### src/rtl/thermcvt_pkg.sv
// Package: thermcvt_pkg
// Shared sequencing type for the thermal code converter.
// Assumes nothing beyond IEEE 1800-2017 enums.
package thermcvt_pkg;

    // Conversion sequence: gather window, divide, multiply, round, strobe.
    typedef enum logic [2:0] {
        ST_COLLECT = 3'd0,
        ST_CURV    = 3'd1,
        ST_MAC     = 3'd2,
        ST_ROUND   = 3'd3,
        ST_FIN     = 3'd4
    } cvt_state_e;

endpackage

### src/rtl/thermcvt_acc.sv
// Module: thermcvt_acc
// Sums 2**LOG2N sample codes (low CODE_W bits of each word) and emits the
// truncated average with a one-cycle window strobe.
// Assumes en is low whenever the parent is not ready for a new sample.
module thermcvt_acc #(
    parameter int SMP_W  = 16,
    parameter int CODE_W = 12,
    parameter int LOG2N  = 3
) (
    input  logic              clk,
    input  logic              rst_n,
    input  logic              en,
    input  logic              smp_valid,
    input  logic [SMP_W-1:0]  smp_word,
    output logic [CODE_W-1:0] avg_code,
    output logic              win_done
);
    localparam int SUM_W = CODE_W + LOG2N;
    localparam int NSAMP = 1 << LOG2N;

    logic [SUM_W-1:0]  acc_q;
    logic [LOG2N-1:0]  cnt_q;
    logic [SUM_W-1:0]  sum_next;
    logic              take;
    logic              unused_hi;

    assign unused_hi = ^smp_word[SMP_W-1:CODE_W];
    assign take      = en && smp_valid;
    assign sum_next  = acc_q + SUM_W'(smp_word[CODE_W-1:0]);

    // Accumulate accepted codes; close the window on the last one.
    always_ff @(posedge clk) begin
        if (!rst_n) begin
            acc_q    <= '0;
            cnt_q    <= '0;
            avg_code <= '0;
            win_done <= 1'b0;
        end else begin
            win_done <= 1'b0;
            if (take) begin
                if (cnt_q == LOG2N'(NSAMP - 1)) begin
                    avg_code <= sum_next[SUM_W-1:LOG2N];
                    win_done <= 1'b1;
                    acc_q    <= '0;
                    cnt_q    <= '0;
                end else begin
                    acc_q <= sum_next;
                    cnt_q <= cnt_q + 1'b1;
                end
            end
        end
    end

    // nothing accepted means the partial window is untouched.
    a_r10_idle_hold: assert property (@(posedge clk) disable iff (!rst_n)
        !take |=> ($stable(acc_q) && $stable(cnt_q)));

    // a window strobe is never followed directly by another.
    a_r2_win_spacing: assert property (@(posedge clk) disable iff (!rst_n)
        win_done |=> !win_done);

endmodule

### src/rtl/thermcvt_div.sv
// Module: thermcvt_div
// Bit-serial restoring unsigned divider: W cycles after start, done pulses
// with quotient and remainder. Assumes start only while idle and den != 0
// (a zero divisor yields an all-ones quotient).
module thermcvt_div #(
    parameter int W = 32
) (
    input  logic         clk,
    input  logic         rst_n,
    input  logic         start,
    input  logic [W-1:0] num,
    input  logic [W-1:0] den,
    output logic         busy,
    output logic         done,
    output logic [W-1:0] quo,
    output logic [W-1:0] rem
);
    localparam int CNT_W = $clog2(W + 1);

    logic [W-1:0]     rem_q, quo_q, den_q;
    logic [CNT_W-1:0] cnt_q;
    logic             busy_q, done_q;
    logic [W:0]       shifted;
    logic             ge;
    logic [W:0]       diff;

    assign shifted = {rem_q, quo_q[W-1]};
    assign ge      = shifted >= {1'b0, den_q};
    assign diff    = shifted - {1'b0, den_q};

    // One quotient bit per cycle, most significant first.
    always_ff @(posedge clk) begin
        if (!rst_n) begin
            rem_q  <= '0;
            quo_q  <= '0;
            den_q  <= '0;
            cnt_q  <= '0;
            busy_q <= 1'b0;
            done_q <= 1'b0;
        end else begin
            done_q <= 1'b0;
            if (start && !busy_q) begin
                rem_q  <= '0;
                quo_q  <= num;
                den_q  <= den;
                cnt_q  <= CNT_W'(W);
                busy_q <= 1'b1;
            end else if (busy_q) begin
                rem_q <= ge ? diff[W-1:0] : shifted[W-1:0];
                quo_q <= {quo_q[W-2:0], ge};
                cnt_q <= cnt_q - 1'b1;
                if (cnt_q == CNT_W'(1)) begin
                    busy_q <= 1'b0;
                    done_q <= 1'b1;
                end
            end
        end
    end

    assign busy = busy_q;
    assign done = done_q;
    assign quo  = quo_q;
    assign rem  = rem_q;

    // a finished division leaves a remainder below the divisor.
    a_r3_rem_below_den: assert property (@(posedge clk) disable iff (!rst_n)
        (done_q && den_q != '0) |-> (rem_q < den_q));

    // the sequencer never restarts a division in flight.
    a_r3_no_restart: assert property (@(posedge clk) disable iff (!rst_n)
        start |-> !busy_q);

endmodule

### src/rtl/thermcvt_trim.sv
// Module: thermcvt_trim
// Selects trimmed or default hot/cold calibration codes and forms the span.
// Assumes the valid flag is the top bit of each trim word.
module thermcvt_trim #(
    parameter int TRIM_W   = 32,
    parameter int CODE_W   = 12,
    parameter int DEF_HOT  = 3148,
    parameter int DEF_COLD = 503
) (
    input  logic [TRIM_W-1:0]      trim_hot,
    input  logic [TRIM_W-1:0]      trim_cold,
    output logic [CODE_W-1:0]      cal_hot,
    output logic [CODE_W-1:0]      cal_cold,
    output logic signed [CODE_W:0] span,
    output logic                   span_pos
);
    localparam int NPT = 2;

    logic [TRIM_W-1:0] words  [NPT];
    logic [CODE_W-1:0] picked [NPT];
    logic              unused_mid;

    assign words[0]   = trim_hot;
    assign words[1]   = trim_cold;
    assign unused_mid = ^{trim_hot[TRIM_W-2:CODE_W], trim_cold[TRIM_W-2:CODE_W]};

    // Same valid-or-default selection for each calibration point.
    for (genvar g = 0; g < NPT; g++) begin : g_pick
        localparam logic [CODE_W-1:0] DEF = CODE_W'((g == 0) ? DEF_HOT : DEF_COLD);
        assign picked[g] = words[g][TRIM_W-1] ? words[g][CODE_W-1:0] : DEF;
    end

    assign cal_hot  = picked[0];
    assign cal_cold = picked[1];
    assign span     = $signed({1'b0, cal_hot}) - $signed({1'b0, cal_cold});
    assign span_pos = !span[CODE_W] && (span != '0);

endmodule

### src/rtl/therm_code_conv.sv
// Module: therm_code_conv
// Averages eight thermal ADC codes, corrects curvature, maps the result
// between two calibration points and rounds up to GRAN_MDEG millidegrees.
// Assumes OUT_W >= 32 and GAIN_W <= OUT_W so the gain divider finishes
// before the curvature divider; trim words are sampled as a window closes.
module therm_code_conv
    import thermcvt_pkg::*;
#(
    parameter int SMP_W      = 16,
    parameter int CODE_W     = 12,
    parameter int TRIM_W     = 32,
    parameter int LOG2N      = 3,
    parameter int OUT_W      = 32,
    parameter int GAIN_W     = 18,
    parameter int DEF_HOT    = 3148,
    parameter int DEF_COLD   = 503,
    parameter int CORR_SCALE = 1000000,
    parameter int CORR_K     = 13,
    parameter int SPAN_MDEG  = 165000,
    parameter int BASE_MDEG  = 40000,
    parameter int GRAN_MDEG  = 500
) (
    input  logic                    clk,
    input  logic                    rst_n,
    input  logic                    smp_valid,
    input  logic [SMP_W-1:0]        smp_word,
    input  logic [TRIM_W-1:0]       trim_hot,
    input  logic [TRIM_W-1:0]       trim_cold,
    output logic signed [OUT_W-1:0] temp_mdeg,
    output logic                    temp_done
);
    localparam logic [OUT_W-1:0] SCALE_W = OUT_W'(CORR_SCALE);
    localparam logic [OUT_W-1:0] K_W     = OUT_W'(CORR_K);
    localparam logic [OUT_W-1:0] GRAN_W  = OUT_W'(GRAN_MDEG);

    cvt_state_e state_q;

    // Window collection
    logic              acc_en, win_done;
    logic [CODE_W-1:0] avg_code;
    assign acc_en = (state_q == ST_COLLECT) && !win_done;

    thermcvt_acc #(.SMP_W(SMP_W), .CODE_W(CODE_W), .LOG2N(LOG2N)) u_acc (
        .clk(clk), .rst_n(rst_n), .en(acc_en), .smp_valid(smp_valid),
        .smp_word(smp_word), .avg_code(avg_code), .win_done(win_done)
    );

    // Calibration selection
    logic [CODE_W-1:0]      cal_hot, cal_cold;
    logic signed [CODE_W:0] span;
    logic                   span_pos;

    thermcvt_trim #(.TRIM_W(TRIM_W), .CODE_W(CODE_W),
                    .DEF_HOT(DEF_HOT), .DEF_COLD(DEF_COLD)) u_trim (
        .trim_hot(trim_hot), .trim_cold(trim_cold), .cal_hot(cal_hot),
        .cal_cold(cal_cold), .span(span), .span_pos(span_pos)
    );

    logic start_cvt;
    assign start_cvt = (state_q == ST_COLLECT) && win_done;

    // Curvature correction divider
    logic [OUT_W-1:0] curv_num, curv_den, curv_quo, curv_rem;
    logic             curv_busy, curv_done;
    assign curv_num = OUT_W'(avg_code) * SCALE_W;
    assign curv_den = SCALE_W + OUT_W'(avg_code) * K_W;

    thermcvt_div #(.W(OUT_W)) u_div_curv (
        .clk(clk), .rst_n(rst_n), .start(start_cvt), .num(curv_num),
        .den(curv_den), .busy(curv_busy), .done(curv_done),
        .quo(curv_quo), .rem(curv_rem)
    );

    // Calibration gain divider, runs alongside the curvature divider
    logic [GAIN_W-1:0] gain_den, gain_quo, gain_rem;
    logic              gain_busy, gain_done;
    assign gain_den = span_pos ? GAIN_W'(span[CODE_W-1:0]) : GAIN_W'(1);

    thermcvt_div #(.W(GAIN_W)) u_div_gain (
        .clk(clk), .rst_n(rst_n), .start(start_cvt), .num(GAIN_W'(SPAN_MDEG)),
        .den(gain_den), .busy(gain_busy), .done(gain_done),
        .quo(gain_quo), .rem(gain_rem)
    );

    // Held operands between stages
    logic [CODE_W-1:0]       cal_cold_q, corr_q;
    logic                    span_pos_q;
    logic [GAIN_W-1:0]       gain_q;
    logic signed [OUT_W-1:0] x_q, temp_q;
    logic                    x_neg_q;

    // Linear map from held operands
    logic signed [CODE_W+1:0] delta;
    logic signed [OUT_W-1:0]  delta_ext, gain_ext, lin;
    logic [OUT_W-1:0]         lin_mag;
    assign delta     = $signed({2'b00, corr_q}) - $signed({2'b00, cal_cold_q});
    assign delta_ext = OUT_W'(delta);
    assign gain_ext  = $signed(OUT_W'(span_pos_q ? gain_q : '0));
    assign lin       = delta_ext * gain_ext - $signed(OUT_W'(BASE_MDEG));
    assign lin_mag   = lin[OUT_W-1] ? OUT_W'(-lin) : OUT_W'(lin);

    // Rounding divider
    logic [OUT_W-1:0] rnd_quo, rnd_rem, rnd_base;
    logic             rnd_busy, rnd_done, rnd_start;
    assign rnd_start = (state_q == ST_MAC);
    assign rnd_base  = rnd_quo * GRAN_W;

    thermcvt_div #(.W(OUT_W)) u_div_rnd (
        .clk(clk), .rst_n(rst_n), .start(rnd_start), .num(lin_mag),
        .den(GRAN_W), .busy(rnd_busy), .done(rnd_done),
        .quo(rnd_quo), .rem(rnd_rem)
    );

    logic unused_div;
    assign unused_div = ^{curv_quo[OUT_W-1:CODE_W], curv_rem, gain_rem,
                          curv_busy, rnd_busy};

    // Sequencer and operand registers for one conversion.
    always_ff @(posedge clk) begin
        if (!rst_n) begin
            state_q    <= ST_COLLECT;
            cal_cold_q <= '0;
            span_pos_q <= 1'b0;
            corr_q     <= '0;
            gain_q     <= '0;
            x_q        <= '0;
            x_neg_q    <= 1'b0;
            temp_q     <= '0;
        end else begin
            if (gain_done) gain_q <= gain_quo;
            unique case (state_q)
                ST_COLLECT: if (win_done) begin
                    cal_cold_q <= cal_cold;
                    span_pos_q <= span_pos;
                    state_q    <= ST_CURV;
                end
                ST_CURV: if (curv_done) begin
                    corr_q  <= curv_quo[CODE_W-1:0];
                    state_q <= ST_MAC;
                end
                ST_MAC: begin
                    x_q     <= lin;
                    x_neg_q <= lin[OUT_W-1];
                    state_q <= ST_ROUND;
                end
                ST_ROUND: if (rnd_done) begin
                    if (x_neg_q)
                        temp_q <= -$signed(rnd_base);
                    else if (rnd_rem != '0)
                        temp_q <= $signed(rnd_base + GRAN_W);
                    else
                        temp_q <= $signed(rnd_base);
                    state_q <= ST_FIN;
                end
                ST_FIN:  state_q <= ST_COLLECT;
                default: state_q <= ST_COLLECT;
            endcase
        end
    end

    assign temp_mdeg = temp_q;
    assign temp_done = (state_q == ST_FIN);

    // the done strobe lasts one cycle.
    a_r9_done_single: assert property (@(posedge clk) disable iff (!rst_n)
        temp_done |=> !temp_done);

    // every result is a multiple of the granularity.
    a_r8_multiple: assert property (@(posedge clk) disable iff (!rst_n)
        temp_done |-> ((temp_mdeg % GRAN_MDEG) == 0));

    // the result is the ceiling of the linear value.
    a_r8_ceiling: assert property (@(posedge clk) disable iff (!rst_n)
        temp_done |-> ((temp_mdeg >= x_q) && ((temp_mdeg - x_q) < GRAN_MDEG)));

    // the gain quotient is ready when the corrected code arrives.
    a_r6_gain_first: assert property (@(posedge clk) disable iff (!rst_n)
        curv_done |-> !gain_busy);

    // reset leaves the block collecting with a cleared result.
    a_r11_reset_state: assert property (@(posedge clk)
        !rst_n |=> ((state_q == ST_COLLECT) && (temp_q == '0)));

endmodule

### config.mk
export PLATFORM = sky130hd
export DESIGN_NAME = therm_code_conv
export DESIGN_NICKNAME = d
export VERILOG_FILES = /design/src/rtl/thermcvt_pkg.sv /design/src/rtl/thermcvt_acc.sv /design/src/rtl/thermcvt_div.sv /design/src/rtl/thermcvt_trim.sv /design/src/rtl/therm_code_conv.sv
export SDC_FILE = /design/constraint.sdc
export NUM_CORES = 2
export LEC_CHECK = 0
export ABC_AREA = 1
export BUFFER_PORTS_ARGS = -buffer_cell sky130_fd_sc_hd__buf_2
export CAP_MARGIN = 20
export CORE_MARGIN = 5
export CORE_UTILIZATION = 45
export DETAILED_ROUTE_END_ITERATION = 10
export PLACE_DENSITY = 0.69
export SETUP_SLACK_MARGIN = 0.02
export SLEW_MARGIN = 20
export SYNTH_ARGS = -nofsm -noshare
export SYNTH_HDL_FRONTEND = slang
export SYNTH_HIERARCHICAL = 1
export SYNTH_SLANG_ARGS = --single-unit
### constraint.sdc
create_clock -name clk -period 10.35 [get_ports clk]
set_clock_uncertainty 0.2 [all_clocks]
set_input_delay 1.5525 -clock clk [delete_from_list [all_inputs] [get_ports clk]]
set_output_delay 1.5525 -clock clk [all_outputs]
set_load 0.005 [all_outputs]
==> run metrics <==
synth warn=6; area grow syn2layout=7.68%; drt drc=0; Die Area=101000 um2; clk sinks=377; Lkg Pwr=25.0 nW; GRT Total Usage=0.202; number of gates resized after cts=0; Final #Nets=7220; first-pass GRT wire length=177000 um; post-placement cell count=7622; Reg clk slew, reported paths=0.06 ns; height of the die=318 um; # hold bufs at CTS=0; Slowest cell on crit path=fa_1; Initial Utilization=0.451; # port buffers=71; Arr. time, crit path=9.34 ns; initial antenna violation count=0; CP Launch Type=flip-flop; # rows=113; worst-margin pin slew=0.939 ns; Post-Route WL=103000 um; Setup CP Type=reg2reg; # Post-CTS Setup Buffers=0; fmax=112 MHz; routability congestion estimate=0.918; Crit. End Element=flip-flop; fin. max-slew vios=0; ANT nets after route=0; Die Width=318 um; Hold Vio Cnt, Final=0; total gr overflow=0; Vias=38100; Req. time, crit path=10.73 ns; top-level I/O count=116; Initial DRC Count=2171; Post-Syn Area=42700 um2; Crit path largest cell delay=0.55 ns; Setup TNS=0 ns; H-tree depth=2; drt wl/cell=13.4 um; storage element area=7550 um2; HPWL Detailed=80700 um; max cap viols=0; vias in the first global route=36900; Cell Pwr Density=212 nW/um2; Final period util=0.866; CTS Buffer Depth=3; drt via density=4.95; worst-path maximum fanout=31; ant diodes=0; peak supply drop=359 uV; layout cells sized above 1=0.0595; total CTS buffers=45; clock tree from TritonCTS=built; core area=94600 um2; largest net degree at the start of global routing=79; DRT Pass-1 Iters=6; fin cells=7701; final setup violation count=0; Worst slew margin=0.374; status=completed; clk_lat worst skew=0.64 ns; Filler cells=9678; worst hold path class=reg2reg; post-layout min period=8.97 ns; Mapped Cells=6346; Multi-input gate area=30200 um2; Synth Area per Inst=6.72 um2; Root Buffer=clkbuf_16; unrepaired setup endpoints after global routing=no; Final Core Density=0.486
-- registers in the layout, summed over array words and instances, names as in the netlist, 3 cells and up --
register	count
cal_cold_q	12
u_div_rnd/cnt_q	6
temp_mdeg	30
u_div_curv/cnt_q	6
u_div_curv/den_q	32
u_div_gain/quo	18
gain_q	18
u_acc/cnt_q	3
u_div_rnd/den_q	32
u_div_curv/rem	32
corr_q	12
u_acc/acc_q	15
u_acc/avg_code	12
u_div_curv/quo	32
state_q	3
u_div_gain/rem	18
u_div_rnd/quo	32
u_div_gain/cnt_q	5
u_div_gain/den_q	18
u_div_rnd/rem	32
-- area by class of cell --
class / count / area share
Timing Repair Buffer: 99 / 0.0125
Clock buffer: 56 / 0.0269
Sequential cell: 377 / 0.164
Tap cell: 1265 / 0.0345
Inverter: 1195 / 0.0977
Multi-Input combinational cell: 4686 / 0.657
Clock inverter: 23 / 0.00722
-- metal layers --
metal / track usage / wire length (um) / up-vias
met2: 0.348 / 47800 / 724
met1: 0.274 / 48400 / 17500
met4: 0.0458 / 2190 / 0
met3: 0.0251 / 4460 / 147
li1: - / - / 19700
met5: 0 / 0 / -
-- worst paths after layout --
kind	slack (ns)	from	depth (start not counted)	endpoint
setup / recovery	1.38	corr_q[0]	39	u_div_rnd/quo[9]
hold / removal	0.25	corr_q[6]	2	corr_q[6]
setup reg to reg	1.38	corr_q[0]	39	u_div_rnd/quo[9]
hold reg to reg	0.25	corr_q[6]	2	corr_q[6]
-- layout by cell type, fill, tap and decap left out, types with 28 or more instances in the layout --
master and n:
nand2_1 1901, inv_1 1157, nor2_1 441, ha_1 408, dfxtp_1 375, a21oi_1 362
fa_1 325, nand3_1 321, o21ai_0 198, nand3b_1 81, conb_1 75, buf_2 70
xnor2_1 67, xor2_1 67, nand2_2 55, nand4_1 53, clkbuf_16 45, nor3_1 40
nor2_2 33, buf_4 28
-- worst max-delay path: cells and delay by family (launching register included) --
family	cells	cell delay, ns
DFF	1	0.30
buffers and inverters	8	0.95
and+or+nand+nor	13	1.85
xor gates and xnor gates	1	0.14
AOI/OAI and AO/OA	8	1.25
adders and majority gates	9	4.18
-- metrics by stage --
stage	hold WS (ns)	power, mW	instance area, um2	setup slack, ns
final	0.247	9.72	45900	1.38
after floorplan	0.227	6.67	42900	2.53
after global placement	0.239	7.95	44400	1.58
after CTS	0.250	9.79	45900	1.40
after global routing	0.270	10.8	45900	0.616
after detailed placement	0.241	8.03	44400	1.45
-- where the power goes --
part / total [mW] / internal [mW] / switching [mW]
Combinational: 6.30 / 2.13 / 4.18
Sequential: 1.73 / 1.58 / 0.148
Clock: 1.69 / 1.00 / 0.681
Total: 9.72 / 4.71 / 5.01
Power figures use the tool's default switching activity.
